==> config.mk <==
export PLATFORM = sky130hd
export DESIGN_NAME = sync_word_injector
export DESIGN_NICKNAME = d
export VERILOG_FILES = /design/src/rtl/sync_inj_pkg.sv /design/src/rtl/sync_inj_timebase.sv /design/src/rtl/sync_inj_gap.sv /design/src/rtl/sync_inj_ratio.sv /design/src/rtl/sync_word_injector.sv
export SDC_FILE = /design/constraint.sdc
export NUM_CORES = 1
export LEC_CHECK = 0
export BUFFER_PORTS_ARGS = -buffer_cell sky130_fd_sc_hd__buf_2
export CAP_MARGIN = 10
export CORE_ASPECT_RATIO = 0.8
export CORE_MARGIN = 3
export CORE_UTILIZATION = 30
export DETAILED_ROUTE_END_ITERATION = 6
export PLACE_DENSITY = 0.59
export SYNTH_ARGS = -nofsm -noshare
export SYNTH_HDL_FRONTEND = slang
export SYNTH_HIERARCHICAL = 1
export SYNTH_SLANG_ARGS = --single-unit
export TNS_END_PERCENT = 30
==> constraint.sdc <==
create_clock -name clk -period 3.4 [get_ports clk]
set_input_delay 0 -clock clk [delete_from_list [all_inputs] [get_ports clk]]
set_output_delay 0 -clock clk [all_outputs]
set_load 0.02 [all_outputs]
==> src/rtl/sync_inj_pkg.sv <==
package sync_inj_pkg;

    localparam int WORD_W = 32;
    localparam logic [WORD_W-1:0] FILL_WORD = {WORD_W{1'b1}};

    typedef enum logic [2:0] {
        ST_IDLE,
        ST_FORCE,
        ST_CHECK,
        ST_SEND,
        ST_GAP,
        ST_RESTORE
    } inj_state_e;

    typedef struct packed {
        logic capture;
        logic force_x1;
        logic restore;
    } ratio_cmd_t;

    function automatic logic state_busy(input inj_state_e s);
        return s != ST_IDLE;
    endfunction

endpackage

==> src/rtl/sync_inj_timebase.sv <==
module sync_inj_timebase #(
    parameter int TICK_CYCLES = 100000,
    parameter int LIMIT_MS    = 1000
) (
    input  logic clk,
    input  logic rst,
    input  logic clear_i,
    input  logic run_i,
    output logic expired_o
);
    localparam int PW = (TICK_CYCLES > 1) ? $clog2(TICK_CYCLES) : 1;
    localparam int MW = $clog2(LIMIT_MS + 1);
    localparam logic [PW-1:0] PRESC_LAST = PW'(TICK_CYCLES - 1);
    localparam logic [MW-1:0] MS_LIMIT   = MW'(LIMIT_MS);

    logic [PW-1:0] presc_q;
    logic [MW-1:0] ms_q;

    always_ff @(posedge clk) begin
        if (rst || clear_i) begin
            presc_q <= '0;
            ms_q    <= '0;
        end else if (run_i) begin
            if (presc_q == PRESC_LAST) begin
                presc_q <= '0;
                if (ms_q != MS_LIMIT) ms_q <= ms_q + 1'b1;
            end else begin
                presc_q <= presc_q + 1'b1;
            end
        end
    end

    assign expired_o = (ms_q == MS_LIMIT);

    a_r8_expired_sticky: assert property (@(posedge clk) disable iff (rst)
        (expired_o && !clear_i) |=> expired_o);
    a_r10_clear_resets: assert property (@(posedge clk) disable iff (rst)
        clear_i |=> !expired_o);

endmodule

==> src/rtl/sync_inj_gap.sv <==
module sync_inj_gap #(
    parameter int GAP_CYCLES = 100000
) (
    input  logic clk,
    input  logic rst,
    input  logic active_i,
    output logic elapsed_o
);
    localparam int GW = (GAP_CYCLES > 1) ? $clog2(GAP_CYCLES) : 1;
    localparam logic [GW-1:0] GAP_LAST = GW'(GAP_CYCLES - 1);

    logic [GW-1:0] cnt_q;

    always_ff @(posedge clk) begin
        if (rst || !active_i) cnt_q <= '0;
        else                  cnt_q <= cnt_q + 1'b1;
    end

    assign elapsed_o = active_i && (cnt_q == GAP_LAST);

    a_r5_gap_from_zero: assert property (@(posedge clk) disable iff (rst)
        $rose(active_i) |-> !elapsed_o || (GAP_CYCLES == 1));

endmodule

==> src/rtl/sync_inj_ratio.sv <==
module sync_inj_ratio
    import sync_inj_pkg::*;
#(
    parameter int RATIO_W = 2,
    parameter int RATIO_X1 = 0
) (
    input  logic               clk,
    input  logic               rst,
    input  ratio_cmd_t         cmd_i,
    input  logic [RATIO_W-1:0] ratio_rd_i,
    output logic [RATIO_W-1:0] ratio_wr_o,
    output logic               ratio_we_o
);
    localparam logic [RATIO_W-1:0] X1_CODE = RATIO_W'(RATIO_X1);

    logic [RATIO_W-1:0] saved_q;

    always_ff @(posedge clk) begin
        if (rst)               saved_q <= '0;
        else if (cmd_i.capture) saved_q <= ratio_rd_i;
    end

    always_comb begin
        ratio_we_o = cmd_i.force_x1 || cmd_i.restore;
        ratio_wr_o = cmd_i.force_x1 ? X1_CODE : saved_q;
    end

    a_r2_single_cmd: assert property (@(posedge clk) disable iff (rst)
        $countones({cmd_i.capture, cmd_i.force_x1, cmd_i.restore}) <= 1);
    a_r9_saved_held: assert property (@(posedge clk) disable iff (rst)
        !$past(cmd_i.capture) |-> $stable(saved_q));

endmodule

==> src/rtl/sync_word_injector.sv <==
module sync_word_injector
    import sync_inj_pkg::*;
#(
    parameter int TICK_CYCLES = 100000,
    parameter int LIMIT_MS    = 1000,
    parameter int GAP_TICKS   = 1,
    parameter int RATIO_W     = 2,
    parameter int RATIO_X1    = 0,
    parameter int CNT_W       = 16
) (
    input  logic               clk,
    input  logic               rst,
    input  logic               start_i,
    input  logic               early_user_i,
    input  logic [RATIO_W-1:0] ratio_rd_i,
    output logic [RATIO_W-1:0] ratio_wr_o,
    output logic               ratio_we_o,
    output logic [31:0]        word_o,
    output logic               word_valid_o,
    input  logic               word_ready_i,
    output logic               done_o,
    output logic               timeout_o,
    output logic [CNT_W-1:0]   count_o
);
    localparam int GAP_CYCLES = GAP_TICKS * TICK_CYCLES;

    inj_state_e       state_q, state_d;
    logic [CNT_W-1:0] count_q;
    logic             to_flag_q, to_flag_d;
    logic             done_q, to_q;
    logic             expired, gap_done;
    ratio_cmd_t       rcmd;

    sync_inj_timebase #(
        .TICK_CYCLES(TICK_CYCLES),
        .LIMIT_MS   (LIMIT_MS)
    ) u_timebase (
        .clk      (clk),
        .rst      (rst),
        .clear_i  (state_q == ST_IDLE),
        .run_i    (state_busy(state_q)),
        .expired_o(expired)
    );

    sync_inj_gap #(
        .GAP_CYCLES(GAP_CYCLES)
    ) u_gap (
        .clk      (clk),
        .rst      (rst),
        .active_i (state_q == ST_GAP),
        .elapsed_o(gap_done)
    );

    assign rcmd.capture  = (state_q == ST_IDLE) && start_i;
    assign rcmd.force_x1 = (state_q == ST_FORCE);
    assign rcmd.restore  = (state_q == ST_RESTORE);

    sync_inj_ratio #(
        .RATIO_W (RATIO_W),
        .RATIO_X1(RATIO_X1)
    ) u_ratio (
        .clk       (clk),
        .rst       (rst),
        .cmd_i     (rcmd),
        .ratio_rd_i(ratio_rd_i),
        .ratio_wr_o(ratio_wr_o),
        .ratio_we_o(ratio_we_o)
    );

    always_comb begin
        state_d   = state_q;
        to_flag_d = to_flag_q;
        unique case (state_q)
            ST_IDLE: begin
                if (start_i) begin
                    state_d   = ST_FORCE;
                    to_flag_d = 1'b0;
                end
            end
            ST_FORCE: state_d = ST_CHECK;
            ST_CHECK: begin
                if (early_user_i) begin
                    state_d = ST_RESTORE;
                end else if (expired) begin
                    state_d   = ST_RESTORE;
                    to_flag_d = 1'b1;
                end else begin
                    state_d = ST_SEND;
                end
            end
            ST_SEND: begin
                if (word_ready_i) begin
                    state_d = ST_GAP;
                end else if (expired) begin
                    state_d   = ST_RESTORE;
                    to_flag_d = 1'b1;
                end
            end
            ST_GAP: begin
                if (gap_done) state_d = ST_CHECK;
            end
            ST_RESTORE: state_d = ST_IDLE;
            default: state_d = ST_IDLE;
        endcase
    end

    always_ff @(posedge clk) begin
        if (rst) begin
            state_q   <= ST_IDLE;
            to_flag_q <= 1'b0;
            count_q   <= '0;
            done_q    <= 1'b0;
            to_q      <= 1'b0;
        end else begin
            state_q   <= state_d;
            to_flag_q <= to_flag_d;
            done_q    <= (state_q == ST_RESTORE);
            to_q      <= (state_q == ST_RESTORE) && to_flag_q;
            if (state_q == ST_IDLE && start_i)
                count_q <= '0;
            else if (state_q == ST_SEND && word_ready_i)
                count_q <= count_q + 1'b1;
        end
    end

    assign word_valid_o = (state_q == ST_SEND);
    assign word_o       = FILL_WORD;
    assign done_o       = done_q;
    assign timeout_o    = to_q;
    assign count_o      = count_q;

    a_r3_valid_hold: assert property (@(posedge clk) disable iff (rst)
        (word_valid_o && !word_ready_i && !expired) |=> word_valid_o);
    a_r4_no_word_after_flag: assert property (@(posedge clk) disable iff (rst)
        (state_q == ST_CHECK && early_user_i) |=> !word_valid_o);
    a_r6_count_step: assert property (@(posedge clk) disable iff (rst)
        (word_valid_o && word_ready_i) |=> count_o == $past(count_o) + 1'b1);
    a_r8_timeout_with_done: assert property (@(posedge clk) disable iff (rst)
        timeout_o |-> done_o);
    a_r7_restore_before_done: assert property (@(posedge clk) disable iff (rst)
        $rose(done_o) |-> $past(ratio_we_o));
    a_r9_count_kept_busy: assert property (@(posedge clk) disable iff (rst)
        (state_q != ST_IDLE && !(word_valid_o && word_ready_i)) |=> $stable(count_o));

endmodule

==> impl_metrics.tcl, run 1 <==
set metrics [dict create \
    cp_max_fo 17 \
    synth_top_cell_by_area "dfxtp_1" \
    fin_nets 454 \
    hold_depth 2 \
    antenna_found_initial 1 \
    postLayoutCellArea_sq_um 4010 \
    cts_buffer_depth 2 \
    hold_slack_ns 0.0415 \
    clock-sinks 68 \
    fin_crit_sh_pct 85.5 \
    dieHeight_microns 103 \
    synth.top_cells.by_count "68 x dfxtp_1, 39 x nor2_1, 37 x nand2_1, 32 x buf_4, 19 x a21oi_1" \
    reg2reg_depth 6 \
    nFillCells 1139 \
    hold_start "rst" \
    r2r-start "state_q[0]" \
    syn_inst 415 \
    rows 34 \
    net-switching-power_w 0.000444 \
    hold_viol 0 \
    hold_class "input pin to register" \
    syn_to_final_growth_pct 12.7 \
    synth.distinct_cells 51 \
    pwr-share-clk_pct 49.4 \
    drt-pass1-iter-count 7 \
    grt_start_max_net_pins 19 \
    skew_ns 0.00479 \
    p_comb_share_pct 7.3 \
    synthArstFlopShare_pct 0 \
    gp_congestion 0.816 \
    rrSetupSlack_ns 0.49 \
    syn_area_per_cell_sq_um 8.57 \
    max_freq_mhz 344 \
    core_area_sq_um 11200 \
    status "finished clean" \
    ys_seq_elements 68 \
    power_frac_seq_pct 43.3 \
    worst_pin_slew_ns 1.01 \
    clk_pin_slew_ns 0.05 \
    cts-htree-levels 3 \
    max-vdd-ir-drop_mv 0.201 \
    hpwl_microns 5230 \
    layout_min_cycle_time_ns 2.91 \
    ys_top_cells_by_area "dfxtp_1 38%, buf_4 6.8%, xnor2_1 4.4%, nor2_1 4.1%, nand2_1 3.9%" \
    synth_edf_count 0 \
    relSlewSlack_pct 32.6 \
    antenna_cells 0 \
    cp-end-kind "register" \
    rsz0062_at_grt "no" \
    grt_pass1_vias 2439 \
    p_int_w 0.00145 \
    drtAntennaViolNets 0 \
    cts_buffers 9 \
    via_count 2902 \
    crit_path_start "state_q[0]" \
    routed_wl_microns 7250 \
    die_x_microns 128 \
    dieArea_sq_um 13200 \
    start_util_pct 31.7 \
    leakage_nw 1.41 \
    worstPathArrival_ns 3.15 \
    synthesis.area_sq_um 3560 \
    p_sw_share_pct 23.5 \
    fin_tns_setup_ns 0 \
    max_cap_violations 0 \
    ys_warn_count 6 \
    finalSetupViolations 0 \
    wire_per_inst_microns 12.3 \
    maxSlewViolCount 0 \
    seq_area_frac_synth_pct 38.3 \
    clk_latency_ns 0.32 \
    powerDensity_nw_per_um2 472 \
    synth_top_area_share_pct 38.3 \
    synth-main-ff-cell "dfxtp_1" \
    drc 0 \
    grt_pass1_wl_microns 12000 \
    worst_setup_path_start_kind "register" \
    ioPinCount 61 \
    cp_data_required_time_ns 3.65 \
    cts_root_buffer "clkbuf_16" \
    io_buffers 28 \
    overflow 0 \
    synth.most_common_cell "dfxtp_1" \
    dpl_cell_area_sq_um 3690 \
    tritoncts "yes" \
    avgViaCountPerCell 4.91 \
    track_usage_pct 11.3 \
    drt_iter0_markers 210 \
    critical_path_class "register to register" \
    drive_above_1_share_pct 12.3 \
]
## final timing paths
| check | end |
|---|---|
| setup / recovery | u_timebase/presc_q[15] |
| setup reg to reg | u_timebase/presc_q[15] |
| hold / removal | state_q[1] |
| hold reg to reg | timeout_o |
## power groups by stage
stage | clock [W] | sequential [W] | combinational (W)
2_1_floorplan | 0 | 0.000829 | 0.000144
3_3_place_gp | 0 | 0.000835 | 0.000133
3_5_place_dp | 0 | 0.000836 | 0.000136
4_1_cts | 0.000963 | 0.000819 | 0.000138
5_1_grt | 0.000998 | 0.000821 | 0.000153
6_report | 0.000935 | 0.000819 | 0.000138
## per-layer routing
metal  GRT usage [%]  share of wire, %  vias up
met3            4.52               6.3        6
met1            15.9                50     1334
li1                -                 -     1485
met2            16.2                43       75
met5               0              0.11        -
met4            2.94              0.63        2
## stage by stage
stage | std cells | total power [W] | util [%] | worst slack (ns)
floorplan | 446 | 0.000972 | - | 1.36
global placement | 573 | 0.000968 | 32.8 | 0.689
detailed placement | 573 | 0.000972 | 32.8 | 0.515
CTS | 591 | 0.00192 | 35.7 | 0.523
global route | 591 | 0.00197 | 35.7 | 0.231
finish | 591 | 0.00189 | 35.7 | 0.494
## layout make-up
class	count	area, sq um	share of cell area [%]
inverter	13	48.8	1.22
multi-input combinational	320	1960	48.8
sequential	68	1360	33.9
clock inverter	4	47.5	1.19
clock buffer	12	256	6.39
tap	144	180	4.49
timing repair buffer	30	160	3.99
## cells by family (layout without fill, tap and decap cells)
kind of cell,Yosys count,in the layout,share of synthesized area (%)
simple gates,194,194,30.4
flops,68,68,38.3
buf+inv,58,59,10.0
compound gates,47,47,8.47
xor+xnor,27,27,6.65
mux,15,15,4.29
fa+ha+maj,5,5,1.76
other cells,1,32,0.105
## layout by cell type, fill, tap and decap left out, types with 13 or more instances in the layout
| cell type | count |
|---|---|
| nor2_1 | 39 |
| nor3_1 | 13 |
| nor4_1 | 13 |
| or3_1 | 16 |
| buf_2 | 28 |
| nand3_1 | 16 |
| nand2_1 | 37 |
| a21oi_1 | 19 |
| mux2i_1 | 13 |
| nand4_1 | 13 |
| dfxtp_1 | 68 |
| xnor2_1 | 18 |
| inv_1 | 13 |
| conb_1 | 32 |
## sequential cells by signal (all words and copies together) (netlist names)
register            flops
state_q                 3
timeout_o               1
to_flag_q               1
u_timebase/presc_q     17
u_timebase/ms_q        10
u_gap/cnt_q            17
u_ratio/saved_q         2
done_o                  1
count_o                16
## worst max-delay path, stage by stage (launching register included)
cell and delay, ns:
dfxtp_1 0.44, nor3_1 0.85, inv_1 0.29, nand3_1 0.24
or3_1 0.48, o21ai_2 0.33, a21oi_1 0.20
## timing repair
action                    in CTS  in global routing
hold endpoints to repair       2                  0
buffers inserted               0                  0
hold buffers                   2                  0
resized for setup              0                  0
Note: power is estimated with default switching activity, not from simulation.
==> inputs of run 2 (changes only) <==
- CELL_PAD_IN_SITES_DETAIL_PLACEMENT: unset -> 0
- CELL_PAD_IN_SITES_GLOBAL_PLACEMENT: unset -> 2
- PLACE_DENSITY: 0.59 -> 0.83
==> run 2 against run 1 <==
  * Sequential power about the same
  * Power up 7.7%
  * Die area unchanged
  * Sequential share of layout area down 0.44 points
  * Critical path depth up 1
  * Clock power up 16%
  * Utilization up 0.47 points
  * Clock-buffer cell count down 2
  * First-iteration DRC count down 1.9%
  * Highest routed layer is now met4
==> impl_metrics.tcl, run 2 (synthesis gave the netlist of run 1 again) <==
set metrics [dict create \
    avgViaCountPerCell 4.94 \
    net-switching-power_w 0.000472 \
    drt_iter0_markers 206 \
    cts_buffer_depth 2 \
    critical_path_class "register to register" \
    p_sw_share_pct 23.2 \
    rrSetupSlack_ns 0.62 \
    clk_pin_slew_ns 0.06 \
    clk_latency_ns 0.34 \
    maxSlewViolCount 0 \
    fin_crit_sh_pct 81.9 \
    max_stage_delay_ns 0.67 \
    fin_nets 456 \
    fin_tns_setup_ns 0 \
    postLayoutCellArea_sq_um 4060 \
    routed_wl_microns 7620 \
    multiInputGateArea_sq_um 1960 \
    grt_pass1_vias 2603 \
    grt_pass1_wl_microns 12700 \
    overflow 0 \
    relSlewSlack_pct 37.3 \
    drive_above_1_share_pct 12.7 \
    cp-end-kind "register" \
    io_buffers 28 \
    core_area_sq_um 11200 \
    gp_congestion 0.791 \
    cts-htree-levels 3 \
    powerDensity_nw_per_um2 501 \
    cts_buffers 9 \
    leakage_nw 1.44 \
    hold_viol 0 \
    layout_common_cells "68 x dfxtp_1, 39 x nor2_1, 37 x nand2_1, 32 x conb_1, 28 x buf_2" \
    max_freq_mhz 359 \
    ioPinCount 61 \
    dieArea_sq_um 13200 \
    finalSetupViolations 0 \
    worstPathArrival_ns 2.97 \
    rsz0062_at_grt "no" \
    crit_chain "nor3_1 > buf_4 > inv_1 > nand3_1 > or3_1 > o21ai_2 > nor2_1" \
    final_cells 593 \
    hpwl_microns 5470 \
    worst_pin_slew_ns 0.938 \
    dpl_cell_area_sq_um 3700 \
    wire_per_inst_microns 12.8 \
    power_frac_seq_pct 40.2 \
    placed_cells 575 \
    worst_setup_path_start_kind "register" \
    nFillCells 1162 \
    via_count 2929 \
    cp_max_fo 17 \
    track_usage_pct 12.1 \
    hold_class "input pin to register" \
    antenna_found_initial 0 \
    cp_data_required_time_ns 3.59 \
    start_util_pct 31.7 \
    pwr-share-clk_pct 52.8 \
    skew_ns 0.00788 \
    antenna_cells 0 \
    layout_commonest_cell "dfxtp_1" \
    drtAntennaViolNets 0 \
    p_comb_share_pct 7.0 \
    layout_min_cycle_time_ns 2.78 \
    clock-sinks 68 \
    rows 34 \
    cts_root_buffer "clkbuf_16" \
    max-vdd-ir-drop_mv 0.207 \
    critPathSlowestCell "o21ai_2" \
    p_int_w 0.00157 \
    ff_latch_area_sq_um 1360 \
    die_x_microns 128 \
    status "finished clean" \
    dieHeight_microns 103 \
    drt-pass1-iter-count 5 \
    syn_to_final_growth_pct 14.2 \
    tritoncts "yes" \
    grt_start_max_net_pins 19 \
    drc 0 \
    max_cap_violations 0 \
]
==> run 2: stage by stage <==
step	power [W]	worst slack, ns	hold WS, ns	utilization (%)
4_1_cts	0.00207	0.624	0.0225	36.2
6_report	0.00204	0.616	0.0377	36.2
2_1_floorplan	0.000972	1.36	0.0691	-
3_3_place_gp	0.000977	0.703	0.242	33.0
3_5_place_dp	0.000977	0.627	0.255	33.0
5_1_grt	0.00212	0.307	0.0450	36.2
==> run 2: layout make-up <==
| class | instances | area share (%) |
|---|---|---|
| Inverter | 13 | 1.20 |
| Tap cell | 144 | 4.43 |
| Clock buffer | 10 | 5.63 |
| Clock inverter | 6 | 2.77 |
| Multi-Input combinational cell | 320 | 48.2 |
| Sequential cell | 68 | 33.5 |
| Timing Repair Buffer | 32 | 4.31 |
==> run 2: routing by layer <==
layer / wire (microns) / vias up / GRT usage (%)
li1: - / 1473 / -
met1: 3850 / 1382 / 16.4
met2: 3280 / 64 / 17.8
met3: 382 / 10 / 3.75
met4: 106 / 0 / 5.06
met5: 0 / - / 0
==> run 2: power by group through the flow <==
stage | logic [W] | clock network, W | registers [W]
2_1_floorplan | 0.000144 | 0 | 0.000829
5_1_grt | 0.000158 | 0.00114 | 0.000821
3_3_place_gp | 0.000141 | 0 | 0.000836
6_report | 0.000143 | 0.00108 | 0.000819
3_5_place_dp | 0.000141 | 0 | 0.000837
4_1_cts | 0.000143 | 0.00110 | 0.000819
==> run 2: worst max-delay path: cells and delay by family, from the launching register on <==
kind	cells	cell delay [ns]
buffers and inverters	2	0.34
flip-flops	1	0.59
AND/OR/NAND/NOR	4	1.05
AO/OA/AOI/OAI	1	0.67
==> run 2: worst paths after layout <==
| path | cells after the start | startpoint | endpoint |
|---|---|---|---|
| worst max-delay path | 7 | state_q[0] | u_timebase/presc_q[12] |
| worst min-delay path | 2 | rst | u_ratio/saved_q[1] |
| worst max register to register | 7 | state_q[0] | u_timebase/presc_q[12] |
| worst min register to register | 2 | to_flag_q | timeout_o |
==> run 2: what timing repair did <==
action	in CTS	in global routing
endpoints found under the setup margin	0	0
hold buffers	2	0
buffers inserted	0	0
resized for setup	0	0
endpoints found under the hold margin	2	0
==> inputs of run 3 (changes only) <==
- clock period: 3.4 -> 2.6 ns (I/O delays scaled with it)
==> run 3 against run 2 <==
  * Clock power increased by 20%
  * Sequential power increased by 29%
  * Worst setup slack got worse by 0.20 ns
  * Global-route usage decreased by 0.11 points
  * Clock skew decreased by 0.0021 ns
  * Critical endpoint is now u_timebase/ms_q[8]
  * Non-clock buffer count increased by 6
  * Largest cell class unchanged
  * Sequential share of layout area decreased by 0.20 points
  * Register-to-register slack got worse by 0.20 ns
  * Highest routed layer unchanged
  * Utilization increased by 0.22 points
  * Combinational power increased by 46%
==> impl_metrics.tcl, run 3 (synthesis gave the netlist of run 1 again) <==
set metrics [dict create \
    fin_tns_setup_ns 0 \
    crit_buf_inv 1 \
    clock-sinks 68 \
    antenna_found_initial 0 \
    crit_chain "nor3_1 > inv_1 > nand3_1 > or3_4 > or4_1 > a21oi_1" \
    rr_endpoint "u_timebase/ms_q[8]" \
    reg2reg_depth 6 \
    hold_viol 0 \
    die_x_microns 128 \
    status "finished clean" \
    max_cap_violations 0 \
    crit_path_start "state_q[2]" \
    rrSetupSlack_ns 0.41 \
    worstPathArrival_ns 2.45 \
    ioPinCount 61 \
    worst_pin_slew_ns 0.826 \
    skew_ns 0.00577 \
    track_usage_pct 12.0 \
    cts_buffer_depth 2 \
    postLayoutCellArea_sq_um 4090 \
    grt_pass1_wl_microns 12800 \
    fin_nets 462 \
    max_freq_mhz 457 \
    drc 0 \
    post-cts-setup-buffers 0 \
    p_int_w 0.00198 \
    dieArea_sq_um 13200 \
    layout_commonest_cell "dfxtp_1" \
    cp_top_family "simple AND/OR/NAND/NOR gates" \
    placed_cells 581 \
    cp_data_required_time_ns 2.86 \
    hold_class "input pin to register" \
    layout_min_cycle_time_ns 2.19 \
    hpwl_microns 5500 \
    p_sw_share_pct 23.1 \
    clk_latency_ns 0.33 \
    relSlewSlack_pct 44.5 \
    p_comb_share_pct 8.1 \
    cp_max_fo 17 \
    avgViaCountPerCell 4.87 \
    critPathSlowestCell "or3_4" \
    core_area_sq_um 11200 \
    fin_ws_ns 0.413 \
    start_util_pct 31.7 \
    dpl_cell_area_sq_um 3750 \
    power_frac_seq_pct 41.3 \
    drt_iter0_markers 192 \
    powerDensity_nw_per_um2 628 \
    max_stage_delay_ns 0.53 \
    io_buffers 28 \
    crit_end "u_timebase/ms_q[8]" \
    overflow 0 \
    routed_wl_microns 7660 \
    dieHeight_microns 103 \
    rows 34 \
    cp-end-kind "register" \
    drt-pass1-iter-count 4 \
    antenna_cells 0 \
    leakage_nw 1.46 \
    grt_start_max_net_pins 18 \
    syn_to_final_growth_pct 14.9 \
    maxSlewViolCount 0 \
    cts_root_buffer "clkbuf_16" \
    r2r-start "state_q[2]" \
    critical_path_class "register to register" \
    grt_pass1_vias 2608 \
    worst_setup_path_start_kind "register" \
    cts_buffers 9 \
    final_cells 598 \
    dpl_worst_slack_ns 0.271 \
    via_count 2913 \
    max-vdd-ir-drop_mv 0.388 \
    fin_crit_sh_pct 84.1 \
    wire_per_inst_microns 12.8 \
    finalSetupViolations 0 \
    drtAntennaViolNets 0 \
    pwr-share-clk_pct 50.6 \
    cp_num_cells 6 \
    rsz0062_at_grt "no" \
    drive_above_1_share_pct 13.9 \
    cts-htree-levels 3 \
    net-switching-power_w 0.000593 \
    layout_common_cells "68 x dfxtp_1, 39 x nor2_1, 37 x nand2_1, 32 x conb_1, 28 x buf_2" \
    nFillCells 1188 \
    gp_congestion 0.727 \
    tritoncts "yes" \
    clk_pin_slew_ns 0.06 \
]
-- run 3: worst min-delay path by stage --
stage	from	end	slack, ns	depth (start not counted)
after floorplan	rst	state_q[2]	0.07	1
after global placement	ratio_rd_i[0]	u_ratio/saved_q[0]	0.27	3
after detailed placement	ratio_rd_i[0]	u_ratio/saved_q[0]	0.29	3
after CTS	rst	state_q[1]	0.02	2
after global routing	rst	state_q[1]	0.07	2
final	rst	state_q[1]	0.03	2
-- run 3: layout make-up --
class	count	area (sq um)	area share (%)
inverter	13	48.8	1.19
clock inverter	4	73.8	1.81
tap	144	180	4.41
clock buffer	11	243	5.94
multi-input combinational	320	1960	48.0
timing repair buffer	38	220	5.39
sequential	68	1360	33.3
-- run 3: through the flow --
step           util, %  hold WS (ns)  total power [W]
6_report          36.4        0.0294          0.00257
4_1_cts           36.4        0.0240          0.00261
5_1_grt           36.4        0.0654          0.00267
2_1_floorplan        -        0.0691          0.00127
3_5_place_dp      33.4         0.293          0.00129
3_3_place_gp      33.4         0.275          0.00129
-- run 3: what timing repair did --
item	CTS	global route
hold buffers	2	0
endpoints found under the hold margin	2	0
gates resized for setup	0	1
endpoints found under the setup margin	0	1
-- run 3: power groups by stage --
stage                     clock [W]  sequential [W]  combinational (W)
final                       0.00130         0.00106           0.000209
after global routing        0.00138         0.00106           0.000235
after CTS                   0.00134         0.00106           0.000210
after detailed placement          0         0.00108           0.000207
after global placement            0         0.00108           0.000205
after floorplan                   0         0.00108           0.000188
-- run 3: metal layers --
| layer | wire length (microns) | global-route usage [%] | vias up | part of all wire (%) |
|---|---|---|---|---|
| met2 | 3280 | 17.7 | 58 | 43 |
| met4 | 91 | 4.16 | 0 | 1.2 |
| met3 | 360 | 3.49 | 8 | 4.7 |
| met1 | 3930 | 16.7 | 1353 | 51 |
| li1 | - | - | 1494 | - |
| met5 | 0 | 0 | - | 0 |
